### src/rtl/swp_pkg.sv
package swp_pkg;
    localparam logic [3:0] MEM_CODE  = 4'b1010;
    localparam logic [3:0] PROT_CODE = 4'b0110;
    localparam logic [2:0] CMD_REV_ON  = 3'b001;
    localparam logic [2:0] CMD_REV_OFF = 3'b011;

    typedef enum logic [2:0] {
        ST_IDLE, ST_DEV, ST_WADDR, ST_WDATA, ST_ACK, ST_RDATA, ST_RACK
    } st_e;

    typedef enum logic [1:0] {
        PEND_NONE, PEND_REV_ON, PEND_REV_OFF, PEND_PERM
    } pend_e;

    typedef enum logic {FR_MEM, FR_PROT} frame_e;
endpackage

### src/rtl/swp_bus_cond.sv
module swp_bus_cond (
    input  logic clk,
    input  logic rst_n,
    input  logic scl_i,
    input  logic sda_i,
    output logic scl_rise_o,
    output logic scl_fall_o,
    output logic start_o,
    output logic stop_o
);
    typedef struct packed {
        logic scl;
        logic sda;
    } smp_t;

    smp_t smp_d, smp_q;

    always_comb begin
        smp_d.scl = scl_i;
        smp_d.sda = sda_i;
    end

    always_ff @(posedge clk or negedge rst_n) begin
        if (!rst_n) smp_q <= '{scl: 1'b1, sda: 1'b1};
        else        smp_q <= smp_d;
    end

    // conditions are seen one sample after the line moves
    assign scl_rise_o = scl_i & ~smp_q.scl;
    assign scl_fall_o = ~scl_i & smp_q.scl;
    assign start_o    = scl_i & smp_q.scl & smp_q.sda & ~sda_i;
    assign stop_o     = scl_i & smp_q.scl & ~smp_q.sda & sda_i;
endmodule

### src/rtl/swp_mem_array.sv
module swp_mem_array #(
    parameter int ADDR_W = 8,
    parameter int DATA_W = 8
) (
    input  logic              clk,
    input  logic              rst_n,
    input  logic              wr_en_i,
    input  logic [ADDR_W-1:0] wr_addr_i,
    input  logic [DATA_W-1:0] wr_data_i,
    input  logic [ADDR_W-1:0] rd_addr_i,
    output logic [DATA_W-1:0] rd_data_o
);
    localparam int DEPTH = 1 << ADDR_W;

    logic [DATA_W-1:0] words [DEPTH];

    for (genvar g = 0; g < DEPTH; g++) begin : g_word
        logic [DATA_W-1:0] word_d, word_q;

        always_comb begin
            word_d = word_q;
            if (wr_en_i && (wr_addr_i == ADDR_W'(g))) word_d = wr_data_i;
        end

        always_ff @(posedge clk or negedge rst_n) begin
            if (!rst_n) word_q <= '0;
            else        word_q <= word_d;
        end

        assign words[g] = word_q;
    end

    assign rd_data_o = words[rd_addr_i];
endmodule

### src/rtl/swp_proto_ctrl.sv
module swp_proto_ctrl
    import swp_pkg::*;
#(
    parameter int ADDR_W = 8,
    parameter int SEL_W  = 3
) (
    input  logic              clk,
    input  logic              rst_n,
    input  logic              scl_rise_i,
    input  logic              scl_fall_i,
    input  logic              start_i,
    input  logic              stop_i,
    input  logic              sda_i,
    input  logic              wp_i,
    input  logic [SEL_W-1:0]  chip_sel_i,
    input  logic [7:0]        rd_data_i,
    output logic [ADDR_W-1:0] rd_addr_o,
    output logic              wr_en_o,
    output logic [ADDR_W-1:0] wr_addr_o,
    output logic [7:0]        wr_data_o,
    output logic              sda_pull_o,
    output logic              rev_o,
    output logic              perm_o
);
    localparam logic [3:0] BYTE_BITS = 4'd8;

    typedef struct packed {
        st_e               st;
        st_e               after;
        frame_e            frame;
        pend_e             cmd;
        pend_e             pend;
        logic [7:0]        shreg;
        logic [3:0]        bits;
        logic [ADDR_W-1:0] cnt;
        logic              pull;
        logic              rev;
        logic              perm;
        logic              mack;
    } ctrl_t;

    ctrl_t d, q;
    logic        ack;
    logic        restate;
    logic        writable;
    logic [2:0]  code;

    always_comb begin
        d         = q;
        wr_en_o   = 1'b0;
        wr_addr_o = q.cnt;
        wr_data_o = q.shreg;
        ack       = 1'b0;
        code      = q.shreg[3:1];
        restate   = ((code == CMD_REV_ON) && q.rev) || ((code == CMD_REV_OFF) && !q.rev);
        writable  = !wp_i && !((q.rev || q.perm) && !q.cnt[ADDR_W-1]);

        if (start_i) begin
            d.st   = ST_DEV;
            d.bits = '0;
            d.pull = 1'b0;
            d.pend = PEND_NONE;
        end else if (stop_i) begin
            d.st   = ST_IDLE;
            d.pull = 1'b0;
            d.pend = PEND_NONE;
            unique case (q.pend)
                PEND_REV_ON:  d.rev  = 1'b1;
                PEND_REV_OFF: d.rev  = 1'b0;
                PEND_PERM:    d.perm = 1'b1;
                default:      ;
            endcase
        end else begin
            unique case (q.st)
                ST_DEV, ST_WADDR, ST_WDATA: begin
                    if (scl_rise_i && (q.bits != BYTE_BITS)) begin
                        d.shreg = {q.shreg[6:0], sda_i};
                        d.bits  = q.bits + 4'd1;
                    end else if (scl_fall_i && (q.bits == BYTE_BITS)) begin
                        d.bits  = '0;
                        d.st    = ST_ACK;
                        d.after = ST_IDLE;
                        if (q.st == ST_DEV) begin
                            if ((q.shreg[7:4] == MEM_CODE) && (q.shreg[3:1] == chip_sel_i)) begin
                                ack     = 1'b1;
                                d.frame = FR_MEM;
                                d.after = q.shreg[0] ? ST_RDATA : ST_WADDR;
                            end else if ((q.shreg[7:4] == PROT_CODE) && !q.shreg[0]) begin
                                ack     = !q.perm && !restate;
                                d.frame = FR_PROT;
                                d.cmd   = (code == CMD_REV_ON)  ? PEND_REV_ON  :
                                          (code == CMD_REV_OFF) ? PEND_REV_OFF : PEND_PERM;
                                if (ack) d.after = ST_WADDR;
                            end
                        end else if (q.st == ST_WADDR) begin
                            ack     = 1'b1;
                            d.after = ST_WDATA;
                            if (q.frame == FR_MEM) d.cnt = q.shreg[ADDR_W-1:0];
                        end else if (q.frame == FR_MEM) begin
                            if (writable) begin
                                ack     = 1'b1;
                                wr_en_o = 1'b1;
                                d.cnt   = q.cnt + 1'b1;
                                d.after = ST_WDATA;
                            end
                        end else if (!wp_i) begin
                            ack    = 1'b1;
                            d.pend = q.cmd;
                        end
                        d.pull = ack;
                    end
                end
                ST_ACK: begin
                    if (scl_fall_i) begin
                        if (q.after == ST_RDATA) begin
                            d.shreg = rd_data_i;
                            d.pull  = ~rd_data_i[7];
                            d.bits  = 4'd1;
                            d.cnt   = q.cnt + 1'b1;
                            d.st    = ST_RDATA;
                        end else begin
                            d.pull = 1'b0;
                            d.st   = q.after;
                        end
                    end
                end
                ST_RDATA: begin
                    if (scl_fall_i) begin
                        if (q.bits == BYTE_BITS) begin
                            d.pull = 1'b0;
                            d.st   = ST_RACK;
                        end else begin
                            d.pull  = ~q.shreg[6];
                            d.shreg = {q.shreg[6:0], 1'b0};
                            d.bits  = q.bits + 4'd1;
                        end
                    end
                end
                ST_RACK: begin
                    if (scl_rise_i) begin
                        d.mack = ~sda_i;
                    end else if (scl_fall_i) begin
                        if (q.mack) begin
                            d.shreg = rd_data_i;
                            d.pull  = ~rd_data_i[7];
                            d.bits  = 4'd1;
                            d.cnt   = q.cnt + 1'b1;
                            d.st    = ST_RDATA;
                        end else begin
                            d.st = ST_IDLE;
                        end
                    end
                end
                default: ;
            endcase
        end
    end

    always_ff @(posedge clk or negedge rst_n) begin
        if (!rst_n) begin
            q <= '{st: ST_IDLE, after: ST_IDLE, frame: FR_MEM, cmd: PEND_NONE,
                   pend: PEND_NONE, shreg: '0, bits: '0, cnt: '0, pull: 1'b0,
                   rev: 1'b0, perm: 1'b0, mack: 1'b0};
        end else begin
            q <= d;
        end
    end

    assign rd_addr_o  = q.cnt;
    assign sda_pull_o = q.pull;
    assign rev_o      = q.rev;
    assign perm_o     = q.perm;
endmodule

### src/rtl/swp_eeprom.sv
module swp_eeprom #(
    parameter int ADDR_W = 8,
    parameter int SEL_W  = 3
) (
    input  logic             clk,
    input  logic             rst_n,
    input  logic             scl_i,
    input  logic             sda_i,
    input  logic             wp_i,
    input  logic [SEL_W-1:0] chip_sel_i,
    output logic             sda_pull_o
);
    localparam int DATA_W = 8;

    logic              bus_rise, bus_fall, bus_start, bus_stop;
    logic              mem_wr_en;
    logic [ADDR_W-1:0] mem_wr_addr, mem_rd_addr;
    logic [DATA_W-1:0] mem_wr_data, mem_rd_data;
    logic              sw_rev, sw_perm;

    swp_bus_cond u_bus (
        .clk        (clk),
        .rst_n      (rst_n),
        .scl_i      (scl_i),
        .sda_i      (sda_i),
        .scl_rise_o (bus_rise),
        .scl_fall_o (bus_fall),
        .start_o    (bus_start),
        .stop_o     (bus_stop)
    );

    swp_proto_ctrl #(.ADDR_W(ADDR_W), .SEL_W(SEL_W)) u_ctrl (
        .clk        (clk),
        .rst_n      (rst_n),
        .scl_rise_i (bus_rise),
        .scl_fall_i (bus_fall),
        .start_i    (bus_start),
        .stop_i     (bus_stop),
        .sda_i      (sda_i),
        .wp_i       (wp_i),
        .chip_sel_i (chip_sel_i),
        .rd_data_i  (mem_rd_data),
        .rd_addr_o  (mem_rd_addr),
        .wr_en_o    (mem_wr_en),
        .wr_addr_o  (mem_wr_addr),
        .wr_data_o  (mem_wr_data),
        .sda_pull_o (sda_pull_o),
        .rev_o      (sw_rev),
        .perm_o     (sw_perm)
    );

    swp_mem_array #(.ADDR_W(ADDR_W), .DATA_W(DATA_W)) u_mem (
        .clk       (clk),
        .rst_n     (rst_n),
        .wr_en_i   (mem_wr_en),
        .wr_addr_i (mem_wr_addr),
        .wr_data_i (mem_wr_data),
        .rd_addr_i (mem_rd_addr),
        .rd_data_o (mem_rd_data)
    );
endmodule

### config.mk
export PLATFORM = sky130hd
export DESIGN_NAME = swp_eeprom
export DESIGN_NICKNAME = d
export VERILOG_FILES = /design/src/rtl/swp_pkg.sv /design/src/rtl/swp_bus_cond.sv /design/src/rtl/swp_mem_array.sv /design/src/rtl/swp_proto_ctrl.sv /design/src/rtl/swp_eeprom.sv
export SDC_FILE = /design/constraint.sdc
export NUM_CORES = 2
export LEC_CHECK = 0
export BUFFER_PORTS_ARGS = -buffer_cell sky130_fd_sc_hd__buf_2
export CORE_UTILIZATION = 40
export CTS_CLUSTER_SIZE = 30
export DETAILED_ROUTE_END_ITERATION = 16
export PLACE_DENSITY = 0.63
export SKIP_CTS_REPAIR_TIMING = 1
export SLEW_MARGIN = 10
export SYNTH_ARGS = -nofsm -noshare
export SYNTH_HDL_FRONTEND = slang
export SYNTH_HIERARCHICAL = 1
export SYNTH_SLANG_ARGS = --single-unit
### constraint.sdc
create_clock -name clk -period 4.3 [get_ports clk]
set_clock_uncertainty 0.2 [all_clocks]
set_input_delay 0.215 -clock clk [delete_from_list [all_inputs] [get_ports clk]]
set_output_delay 0.215 -clock clk [all_outputs]
set_load 0.005 [all_outputs]
== Yosys cells after proc, flatten, opt, wreduce, memory -nomap -nowiden ==
Index checks and enable logic that the tools add are counted.

* Register bits after elaboration: 2085

* Equal/unequal tests: 307
* Mux-type cells: 83
* Reduce and logical (&&, ||, !) cells: 296
* Add/subtract/negate cells: 2
* Bitwise operators: 18
* Order comparisons: 1

{| class="wikitable"
|+ Operator list
! kind !! count
|-
| 8-bit equality test, second input constant || 128
|-
| 8-bit by 7-bit equality test with 1-bit output, second input constant || 64
|-
| 1-bit logical AND || 265
|-
| 8-bit by 6-bit equality test with 1-bit output, second input constant || 32
|-
| 8-bit by 5-bit equality test with 1-bit output, second input constant || 16
|-
| 21-bit 2-to-1 mux || 4
|-
| 8-bit binary-select mux with 8-bit select || 1
|-
| 8-bit by 4-bit equality test with 1-bit output, second input constant || 8
|-
| 8-bit 2-to-1 mux || 8
|-
| 12-bit one-hot mux with 4 select lines || 1
|-
| 6-bit 2-to-1 mux || 7
|-
| 3-bit 2-to-1 mux || 13
|-
| 12-bit 2-to-1 mux || 3
|-
| 8-bit by 3-bit equality test with 1-bit output, second input constant || 4
|-
| 2-bit 2-to-1 mux || 12
|-
| 4-bit by 3-bit != test with 1-bit output, second input constant || 6
|-
| 8-bit one-hot mux with 3 select lines || 1
|-
| 8-bit AND reduction || 3
|-
| 11-bit 2-to-1 mux || 2
|-
| 1-bit 2-to-1 mux || 21
|-
| 20-bit 2-to-1 mux || 1
|-
| 8-bit by 2-bit equality test with 1-bit output, second input constant || 2
|-
| 3-bit by 2-bit != test with 1-bit output, second input constant || 5
|-
| 3-bit != test, second input constant || 5
|-
| other kinds (44) || 95
|}

== Longest topological paths before layout ==
* Depth after elaboration: 21
* Depth in mapped cells: 18
* Depth with buffers taken out: 11

== Modules after synthesis ==
Netlist, hierarchy kept.

{| class="wikitable"
|+ Modules (own cells, without submodules)
! module !! seq. area each (µm²) !! area an instance (µm²) !! cells each !! times used
|-
| swp_mem_array || 51249.2 || 93557.2 || 5989 || 1
|-
| swp_proto_ctrl || 875.8 || 2366.0 || 278 || 1
|-
| swp_bus_cond || 52.6 || 85.1 || 6 || 1
|}

== Worst setup path after synthesis ==
Ideal clock, no wire load.

* Kind: register -> register
* Start: register u_bus/smp_q[0] in the netlist's numbering
* End: register u_mem.g_word[159].word_q[0]
* Buffers on the path: 4
* Required time: 3.975 ns
* Cell stages (with the launch flop): 13
* Arrival: 3.162 ns
* Slack: 0.813 ns
* Path through: dfstp_2 and4b_1 or2_1 clkbuf_1 nor2_1 and4_1 clkbuf_1 and3_1 clkbuf_1 nand2_1 clkbuf_1 nor2_1 mux2_2

* Cells in the longest elaborated chain, start to end: 6

{| class="wikitable"
|+ RTL lines
! item !! RTL line !! RTL
|-
| from (decl) || swp_bus_cond.sv:16 || <nowiki>smp_t smp_d, smp_q;</nowiki>
|-
| from (signal assigned) || swp_bus_cond.sv:24 || <nowiki>if (!rst_n) smp_q <= '{scl: 1'b1, sda: 1'b1};</nowiki>
|-
| from (signal assigned) || swp_bus_cond.sv:25 || <nowiki>else smp_q <= smp_d;</nowiki>
|-
| 1-bit NOT || swp_bus_cond.sv:32 || <nowiki>assign stop_o = scl_i & smp_q.scl & ~smp_q.sda & sda_i;</nowiki>
|-
| 1-bit AND (2 in series) || swp_bus_cond.sv:32 ||
|-
| named net bus_stop || swp_eeprom.sv:15 || <nowiki>logic bus_rise, bus_fall, bus_start, bus_stop;</nowiki>
|-
| 1-bit 2-to-1 mux || swp_proto_ctrl.sv:63 || <nowiki>end else if (stop_i) begin</nowiki>
|-
| 1-bit 2-to-1 mux || swp_proto_ctrl.sv:58 || <nowiki>if (start_i) begin</nowiki>
|-
| named net mem_wr_en || swp_eeprom.sv:16 || <nowiki>logic mem_wr_en;</nowiki>
|-
| 1-bit logical AND || swp_mem_array.sv:22 || <nowiki>if (wr_en_i && (wr_addr_i == ADDR_W'(g))) word_d = wr_data_i;</nowiki>
|-
| to (signal assigned) || swp_mem_array.sv:27 || <nowiki>else word_q <= word_d;</nowiki>
|-
| to (decl) || swp_mem_array.sv:18 || <nowiki>logic [DATA_W-1:0] word_d, word_q;</nowiki>
|}

The timed path passes the listed nets, and every way through them passes these cells.
A chain may end at the register's enable or synchronous reset.

== Worst setup path in the final report ==
* Start: register u_ctrl.q, in the netlist u_ctrl/rd_addr_o[1]
* End: register u_ctrl.q, in the netlist u_ctrl/wr_data_o[3]

* Cells in the longest elaborated chain, start to end: 8

{| class="wikitable"
|+ RTL lines
! item !! RTL line !! RTL
|-
| from (decl) || swp_proto_ctrl.sv:42 || <nowiki>ctrl_t d, q;</nowiki>
|-
| from (signal assigned) || swp_proto_ctrl.sv:161 || <nowiki>q <= '{st: ST_IDLE, after: ST_IDLE, frame: FR_MEM, cmd: PEND_NONE,</nowiki>
|-
| 8-bit NOT with 9-bit output (implied by the code) * || swp_mem_array.sv:33 || <nowiki>assign rd_data_o = words[rd_addr_i];</nowiki>
|-
| 8-bit binary-select mux with 8-bit select * || swp_mem_array.sv:33 ||
|-
| 8-bit 2-to-1 mux (implied by the code) * (2 in series) || swp_mem_array.sv:33 ||
|-
| named net mem_rd_data[3] || swp_eeprom.sv:18 || <nowiki>logic [DATA_W-1:0] mem_wr_data, mem_rd_data;</nowiki>
|-
| 21-bit 2-to-1 mux || swp_proto_ctrl.sv:143 || <nowiki>if (q.mack) begin</nowiki>
|-
| 21-bit 2-to-1 mux || swp_proto_ctrl.sv:142 || <nowiki>end else if (scl_fall_i) begin</nowiki>
|-
| 21-bit 2-to-1 mux || swp_proto_ctrl.sv:140 || <nowiki>if (scl_rise_i) begin</nowiki>
|-
| 12-bit one-hot mux with 4 select lines * || swp_proto_ctrl.sv:74 || <nowiki>unique case (q.st)</nowiki>
|}

Mark *: on every way through the listed nets, which the timed path passes. The rest lies on a longest branch. The select of a mux whose other input is x is not followed.

==> flow_summary.toml <==
[power]
power_switching_share = 0.269
powerDensity_nw_per_um2 = 394
intPower_mw = 31.2
ir_worst_vdd_mv = 0.479
combPwrFrac = 0.086
p_leak_nw = 50.6
power_frac_seq = 0.474
p_switching_mw = 11.5
clockPowerShare = 0.439

[synth]
synth_ff_type = "dfrtp_1"
seq_area_frac_synth = 0.543
syn_area_um2 = 96000
synth.distinct_cells = 77
synth_seq_cells = 2085
synth_edf_count = 0
postSynthCellCount = 6273
synth_nets = 6286
ys_top_cells_by_area = "dfrtp_1 (54%), mux2_2 (24%), mux4_2 (11%)"
synth_top_area_share = 0.543
avgSynthCellArea_um2 = 15.3
async_flop_share = 1.00
yosysTopAreaCell = "dfrtp_1"
synth_warnings = 6

[route]
vias = 56500
vias_per_cell = 5.79
antenna_left = 0
top_layer = "met4"
post_drt_wl_per_cell_um = 27.0
drt-met1-wl_mm = 118
drtIter0Drc = 4759
drc = 4
wl_met2_mm = 122
first_pass_iters = 11
wl_mm = 263
routed-wl-met3_mm = 14.1

[die]
dieArea_um2 = 242000
start_util = 0.403
num_rows = 179
ioPinCount = 9
die_h_um = 492
die_w_um = 492
core_area_um2 = 238000

[setup_path]
reg2reg_depth = 13
crit_slowest_cell = "dfrtp_4"
worstPathCellList = "buf_12, buf_12, buf_4, buf_4, mux4_2, mux4_2, nand2_1, o211ai_1, a211oi_1, buf_4, nor4_1, mux2i_1, o21ai_0"
path_class = "reg -> reg"
crit_fanout = 20
r2r_end = "u_ctrl/wr_data_o[3]"
slowest_delay_ps = 690
worst_setup_path_start_kind = "flip-flop"
r2r_start = "u_ctrl/rd_addr_o[1]"
crit_arrival_ps = 4630
critical_path.endpoint_type = "flip-flop"
crit_top_cell = "buf_4"
crit_required_ps = 4830
rrSetupSlack_ps = 200

[timing]
slew_headroom = 0.259
whs_ps = -17.9
grt_setup_unrepaired = "no"
drv_slew = 0
finalSetupViolCount = 0
timing.final.crit_share = 0.953
setup_tns_ps = 0
worst_pin_slew_ps = 1110
fin_crit_ps = 4100
fmax_mhz = 244
finalHoldViolations = 13

[finish]
final_util = 0.455
multi_input_area_um2 = 41300
fillCellCount = 20800
area_growth_pct = 13.0
finalNetCount = 6423
mostFrequentLayoutCell = "dfrtp_1"
drive_gt1_frac = 0.509
final_cell_area_um2 = 108000
layout.area.seq_um2 = 52200
final_cell_mix = "dfrtp_1 (2069), mux2_2 (2057), mux4_2 (471), buf_4 (341), clkbuf_16 (212)"

[clock_network]
clockBufferDepth = 3
clkTransAtPathRegs_ps = 60
root_buffer = "clkbuf_16"
htreeDepth = 4
insertion_delay_ps = 890
cts_buffers = 210
cts_tree = "yes"
cts.sink_count = 2085

[placed_design]
postPlaceCellArea_um2 = 101000
gp_congestion = 0.856
io_buffers = 8
dp_hpwl_mm = 171

[global_routing]
antenna_found_initial = 7
track_usage = 0.218
grt_remaining_overflow = 0
grt_pass1_wl_mm = 400
grt_pass1_vias = 59200
grt_max_degree = 208

[status]
violations = "DRC, hold timing"
outcome = "finished, violations left"

[run]
cap_violations = 0

[hold_path]
hp-class = "in -> async"
-- worst max path at each step --
stage,from,endpoint,cells past startpoint
after floorplan,u_bus/smp_q[0],u_mem/g_word[159].word_q[0],12
after global placement,u_ctrl/rd_addr_o[1],u_ctrl/wr_data_o[3],13
after detailed placement,u_ctrl/rd_addr_o[1],u_ctrl/wr_data_o[3],13
after CTS,u_ctrl/rd_addr_o[1],u_ctrl/wr_data_o[3],13
after global routing,u_ctrl/rd_addr_o[0],u_ctrl/sda_pull_o,12
final,u_ctrl/rd_addr_o[1],u_ctrl/wr_data_o[3],13
-- cell families (layout without fill, tap and decap cells) --
group / count (synthesis) / count (layout) / synth area share
buffers and inverters: 504 / 813 / 0.0271
XOR/XNOR: 4 / 4 / 0.000365
multiplexers: 2687 / 2687 / 0.370
AO/OA/AOI/OAI: 395 / 395 / 0.0293
other: 0 / 2 / 0
flip-flops: 2085 / 2085 / 0.543
adder cells (fa/ha/maj): 5 / 5 / 0.000652
AND/OR/NAND/NOR: 593 / 593 / 0.0287
-- flip-flops by register name, indices dropped and copies added (netlist names) --
register / cells
u_bus/smp_q: 2
u_mem/g_word.word_q: 2048
u_ctrl/sda_pull_o: 1
u_ctrl/perm_o: 1
u_ctrl/q: 16
u_ctrl/wr_data_o: 8
u_ctrl/rev_o: 1
u_ctrl/rd_addr_o: 8
-- stage by stage --
stage                     setup slack, ps  total power [mW]  std cells  hold WS (ps)
after floorplan                       813              22.4       6273          -281
after global placement                295              24.2       9356          70.6
after detailed placement              317              24.3       9356          49.5
after CTS                             275              43.2       9740          -888
after global routing                  145              44.2       9750         -7.23
final                                 200              42.7       9751         -17.9
-- cells in the mapped netlist, drive strengths merged (47+ instances only) --
library cell and count:
mux2i 147, a22oi 51, o221ai 47, dfrtp 2083, nand2 202, mux2 2057, nor2 227, o21ai 51
buf 173, clkbuf 314, a21oi 69, mux4 483
-- power by group through the flow --
stage | clock (mW) | sequential, mW | combinational (mW)
after floorplan | 0 | 20.1 | 2.33
after global placement | 0 | 20.6 | 3.64
after detailed placement | 0 | 20.6 | 3.72
after CTS | 19.2 | 20.2 | 3.73
after global routing | 20.0 | 20.3 | 3.98
final | 18.8 | 20.3 | 3.68
-- critical path: cells and delay by family, from the launching register on --
family,cells,cell delay [ps]
AO/OA/AOI/OAI,3,580
buffers and inverters,5,1140
flip-flops,1,690
multiplexers,3,1070
AND/OR/NAND/NOR,2,200
-- routing by layer --
layer,GRT usage,vias to the layer above
li1,-,23700
met1,0.313,31000
met2,0.338,1364
met3,0.0368,384
met4,0.0680,0
met5,0,-
-- area by class of cell --
| cell class | instances | area share |
|---|---|---|
| Inverter | 17 | 0.000588 |
| Clock inverter | 59 | 0.00720 |
| Timing Repair Buffer | 412 | 0.0351 |
| Antenna cell | 2 | 0.0000461 |
| Multi-Input combinational cell | 3684 | 0.380 |
| Clock buffer | 325 | 0.0585 |
| Tap cell | 3167 | 0.0365 |
| Sequential cell | 2085 | 0.482 |
(Power assumes the default switching activity.)
